### src/rtl/bus_perm_filter.sv
module bus_perm_filter #(
  parameter int MID_W      = 4,
  parameter int SLV_W      = 4,
  parameter int WORD_W     = 32,
  parameter int NGRP       = 4,
  parameter int NPROT      = 5,
  parameter int FABRIC_MID = 12
) (
  input  logic                    clk,
  input  logic                    rst_n,
  input  logic                    cfg_load,
  input  logic [$clog2(NGRP)-1:0] cfg_group,
  input  logic [2*NPROT-1:0]      cfg_data,
  input  logic [$clog2(NGRP)-1:0] rd_group,
  output logic [WORD_W-1:0]       rd_word,
  input  logic                    req_valid,
  input  logic [MID_W-1:0]        req_mid,
  input  logic [SLV_W-1:0]        req_slave,
  input  logic                    req_write,
  output logic                    fwd_valid,
  output logic                    err_resp,
  output logic                    viol_flag,
  output logic [MID_W-1:0]        viol_mid
);
  localparam int PERM_W = 2 * NPROT;
  localparam int GRP_W  = $clog2(NGRP);
  localparam int SLOT_W = $clog2(NPROT);

  logic [PERM_W-1:0] perm_q [NGRP];
  logic [NGRP-1:0]   lock_q;

  genvar g;
  generate
    for (g = 0; g < NGRP; g++) begin : gen_word
      always_ff @(posedge clk or negedge rst_n) begin
        if (!rst_n) begin
          perm_q[g] <= '1;
          lock_q[g] <= 1'b0;
        end else if (cfg_load && cfg_group == GRP_W'(g) && !lock_q[g]) begin
          perm_q[g] <= cfg_data;
          lock_q[g] <= 1'b1;
        end
      end

      AST_LOCKED_WORD_HOLDS: assert property (@(posedge clk) disable iff (!rst_n)
        lock_q[g] |=> $stable(perm_q[g]));
    end
  endgenerate

  assign rd_word = WORD_W'(perm_q[rd_group]);

  logic             grp_hit;
  logic [GRP_W-1:0] grp_idx;
  always_comb begin
    grp_hit = 1'b1;
    grp_idx = '0;
    case (int'(req_mid))
      0, 1, 2:    grp_idx = GRP_W'(0);
      4, 5:       grp_idx = GRP_W'(1);
      3, 6, 7, 8: grp_idx = GRP_W'(2);
      9:          grp_idx = GRP_W'(3);
      default:    grp_hit = 1'b0;
    endcase
    if (req_mid == MID_W'(FABRIC_MID)) begin
      grp_hit = 1'b1;
      grp_idx = GRP_W'(1);
    end
  end

  logic              slot_hit;
  logic [SLOT_W-1:0] slot_idx;
  always_comb begin
    slot_hit = 1'b1;
    slot_idx = '0;
    case (int'(req_slave))
      0, 1, 2, 3: slot_idx = SLOT_W'(req_slave);
      6:          slot_idx = SLOT_W'(4);
      default:    slot_hit = 1'b0;
    endcase
  end

  logic [SLOT_W:0] bit_idx;
  logic            allow;
  logic            blocked;
  assign bit_idx   = {slot_idx, req_write};
  assign allow     = !(grp_hit && slot_hit) || perm_q[grp_idx][bit_idx];
  assign blocked   = req_valid && !allow;
  assign fwd_valid = req_valid && allow;

  always_ff @(posedge clk or negedge rst_n) begin
    if (!rst_n) begin
      err_resp  <= 1'b0;
      viol_flag <= 1'b0;
      viol_mid  <= '0;
    end else begin
      err_resp <= blocked;
      if (blocked && !viol_flag) begin
        viol_flag <= 1'b1;
        viol_mid  <= req_mid;
      end
    end
  end

  AST_ERR_AFTER_BLOCK: assert property (@(posedge clk) disable iff (!rst_n)
    (req_valid && !fwd_valid) |=> err_resp);
  AST_ERR_HAS_CAUSE: assert property (@(posedge clk) disable iff (!rst_n)
    err_resp |-> $past(req_valid && !fwd_valid));
  AST_IDLE_NO_FWD: assert property (@(posedge clk) disable iff (!rst_n)
    !req_valid |-> !fwd_valid);
  AST_FLAG_STICKY: assert property (@(posedge clk) disable iff (!rst_n)
    viol_flag |=> (viol_flag && $stable(viol_mid)));
  AST_UNPROT_PASS: assert property (@(posedge clk) disable iff (!rst_n)
    (req_valid && (req_slave == SLV_W'(4) || req_slave == SLV_W'(5) || req_slave > SLV_W'(6)))
      |-> fwd_valid);
  AST_RSVD_ZERO: assert property (@(posedge clk) disable iff (!rst_n)
    rd_word[WORD_W-1:PERM_W] == '0);
endmodule

### config.mk
export PLATFORM = sky130hd
export DESIGN_NAME = bus_perm_filter
export DESIGN_NICKNAME = d
export VERILOG_FILES = /design/src/rtl/bus_perm_filter.sv
export SDC_FILE = /design/constraint.sdc
export NUM_CORES = 1
export LEC_CHECK = 0
export ABC_AREA = 1
export BUFFER_PORTS_ARGS = -buffer_cell sky130_fd_sc_hd__buf_2
export CAP_MARGIN = 15
export CORE_ASPECT_RATIO = 1.2
export CORE_MARGIN = 10
export CORE_UTILIZATION = 59
export DETAILED_ROUTE_END_ITERATION = 6
export PLACE_DENSITY_LB_ADDON = 0.08
export REMOVE_ABC_BUFFERS = 1
export SYNTH_ARGS = -nofsm -noshare
export SYNTH_HDL_FRONTEND = slang
export SYNTH_SLANG_ARGS = --single-unit
### constraint.sdc
create_clock -name clk -period 5.2 [get_ports clk]
set_input_delay 1.56 -clock clk [delete_from_list [all_inputs] [get_ports clk]]
set_output_delay 1.56 -clock clk [all_outputs]
set_load 0.01 [all_outputs]
==> impl_metrics.env <==
export IMPL_switchingPower_mw=0.205
export IMPL_die_height_um=97.8
export IMPL_sw_frac_of_total_pct=26.5
export IMPL_post_route_min_period_ps=4830
export IMPL_synth_seq_cells=50
export IMPL_io_pins=66
export IMPL_area_delta_synth_final_pct=8.99
export IMPL_synth_warnings=0
export IMPL_path_max_fanout=16
export IMPL_postLayoutCoreUtil_pct=66.2
export IMPL_num_vias=2643
export IMPL_start_kind="input port"
export IMPL_finalCritPeriodShare_pct=92.9
export IMPL_ys_seq_area_share_pct=43.7
export IMPL_antenna_found_initial=0
export IMPL_clk_pin_slew_ps=90
export IMPL_cts_buffers=5
export IMPL_viasPerCell=5.30
export IMPL_yosysTopAreaCell="dfstp_2"
export IMPL_cp_data_required_time_ps=3640
export IMPL_combPwrFrac_pct=14.2
export IMPL_leakagePower_nw=1.50
export IMPL_dr_pass1_iters=4
export IMPL_port_buffers=43
export IMPL_ys_types=23
export IMPL_layout_cells_non_filler=499
export IMPL_yosys_area_top_type_share_pct=35.3
export IMPL_setup_slack_ps=370
export IMPL_post_synth_cell_area_avg_um2=7.37
export IMPL_drive_gt1_share_pct=23.9
export IMPL_clkPwrFrac_pct=33.9
export IMPL_p_int_mw=0.568
export IMPL_diodes=0
export IMPL_dpl_worst_slack_ps=290
export IMPL_synth_cells=404
export IMPL_wl_um=7020
export IMPL_core_area_mm2=0.00490
export IMPL_grt_pass1_vias=2535
export IMPL_p_seq_share_pct=51.9
export IMPL_min_path_type="reg2reg"
export IMPL_die_area_mm2=0.00830
export IMPL_fillers=458
export IMPL_globalplace_congestion=0.929
export IMPL_tightest_slew_ps=778
export IMPL_cp_arrival_ps=3270
export IMPL_grt_usage_pct=16.9
export IMPL_rows=28
export IMPL_drc=0
export IMPL_nNetsFinal=465
export IMPL_wl_per_cell_um=14.1
export IMPL_ant_nets=0
export IMPL_yosys_top_cells_area="dfstp_2 (35%), nand2_1 (12%), o21ai_0 (10%)"
export IMPL_root_buffer="clkbuf_8"
export IMPL_relSlewSlack_pct=48.0
export IMPL_clkLatencyLatePin_ps=300
export IMPL_slowest_delay_ps=240
export IMPL_status="finished clean"
export IMPL_cp_end_kind="primary output"
export IMPL_crit_chain="buf_2, nand2_1, nand2_2, nand3_4, buf_4, nand2_1, nand3_1, nand3_1, nand3_1, nand3_1, nand3_2, a21boi_0, buf_2"
export IMPL_cts_buffer_depth=2
export IMPL_max_cap_viol_count=0
export IMPL_fmax_ghz=0.207
export IMPL_skew_ps=7.12
export IMPL_grt_pass1_wl_um=11900
export IMPL_ir_drop_mv=0.169
export IMPL_die_w_um=84.9
export IMPL_cpMostUsedCell="nand3_1"
export IMPL_drt_iter0_markers=160
export IMPL_placedCellCount=491
export IMPL_netlist_area_mm2=0.00298
export IMPL_pwr_density_cell_mw_per_mm2=238
export IMPL_grt_overflow_total=0
export IMPL_setup_violations_final=0
export IMPL_cp_slowest_cell="buf_4"
export IMPL_slew_violations=0
export IMPL_rsz0062_at_grt="no"
export IMPL_hold_viol=0
export IMPL_fin_setup_tns_ps=0
export IMPL_post_dp_hpwl_um=5130
export IMPL_initial_core_util_pct=60.7
export IMPL_htree_levels=2
export IMPL_crit_type="in2out"
export IMPL_cts_tree="built"
export IMPL_cts_sinks=50
export IMPL_ff2ff_setup_slack_ps=3620
export IMPL_grt_max_degree=51
flip-flops by register name (all words and copies together), names as in the netlist:
name / flops
perm_q: 40
lock_q: 4
viol_mid: 4
viol_flag: 1
err_resp: 1
routing by layer:
metal	GRT usage (%)	up-vias	wire, um
li1	-	1322	-
met2	25.9	94	3270
met5	0	-	0
met1	21.8	1215	3090
met4	6.09	0	138
met3	5.32	12	518
synthesized netlist by cell type (all sizes together):
cell type and number:
a21boi 1, a21oi 25, and3 1, buf 28, clkbuf 15, conb 1
dfrtp 10, dfstp 40, inv 62, nand2 94, nand3 36, nand4 12
nor2 12, o211ai 5, o21ai 62
kinds of logic after synthesis:
logic type	count (synthesis)	synth area share, %
compound gates	93	16.3
simple gates	155	23.2
other cells	1	0.126
buf+inv	105	16.7
flops	50	43.7
through the flow:
| stage | instance area, um2 | total power, mW | hold slack (ps) |
|---|---|---|---|
| 2_1_floorplan | 2790 | 0.470 | 423 |
| 3_3_place_gp | 3130 | 0.514 | 434 |
| 3_5_place_dp | 3130 | 0.516 | 446 |
| 4_1_cts | 3240 | 0.777 | 469 |
| 5_1_grt | 3250 | 0.811 | 493 |
| 6_report | 3250 | 0.773 | 467 |
power by group through the flow:
stage	sequential [mW]	clock [mW]	combinational (mW)
after floorplan	0.407	0	0.0629
after global placement	0.407	0	0.107
after detailed placement	0.407	0	0.109
after CTS	0.401	0.267	0.109
after global routing	0.402	0.284	0.126
final	0.401	0.262	0.110
area by class of cell:
type / instances / area, um2 / area share (%)
repair buffers: 49 / 260 / 8.02
flip-flops and latches: 50 / 1300 / 40.1
clock buffers: 8 / 110 / 3.39
inverters: 62 / 233 / 7.17
multi-input cells: 270 / 1270 / 39.0
well taps: 60 / 75.1 / 2.31
placed cells by master (no fill, tap or decap), types with 8 or more instances in the layout:
cell type	synthesis	routed
a21oi_1	25	25
inv_1	60	60
conb_1	1	22
nor2_1	11	11
clkbuf_8	0	8
nand4_1	12	12
o21ai_0	62	62
dfrtp_1	10	10
buf_2	4	43
dfstp_2	40	40
nand2_1	93	93
nand3_1	33	33
path summary, 6_finish.rpt:
path	startpoint	to	cells past startpoint
setup / recovery	req_mid[3]	fwd_valid	13
hold / removal	lock_q[0]	lock_q[0]	2
setup reg to reg	perm_q[21]	viol_mid[3]	10
hold reg to reg	lock_q[0]	lock_q[0]	2
max in group asynchronous	rst_n	viol_mid[0]	2
min in group asynchronous	rst_n	lock_q[3]	2
critical path: cells and delay by family:
kind            cells  cell delay [ps]
compound gates      1              170
buf+inv             3              510
simple gates        9             1020
timing repair:
item | in CTS | in global routing
buffers inserted | 0 | 0
hold buffers | 0 | 0
resized for setup | 0 | 1
setup endpoints to repair | 0 | 1
No activity file was read; power rests on OpenSTA's default activity.
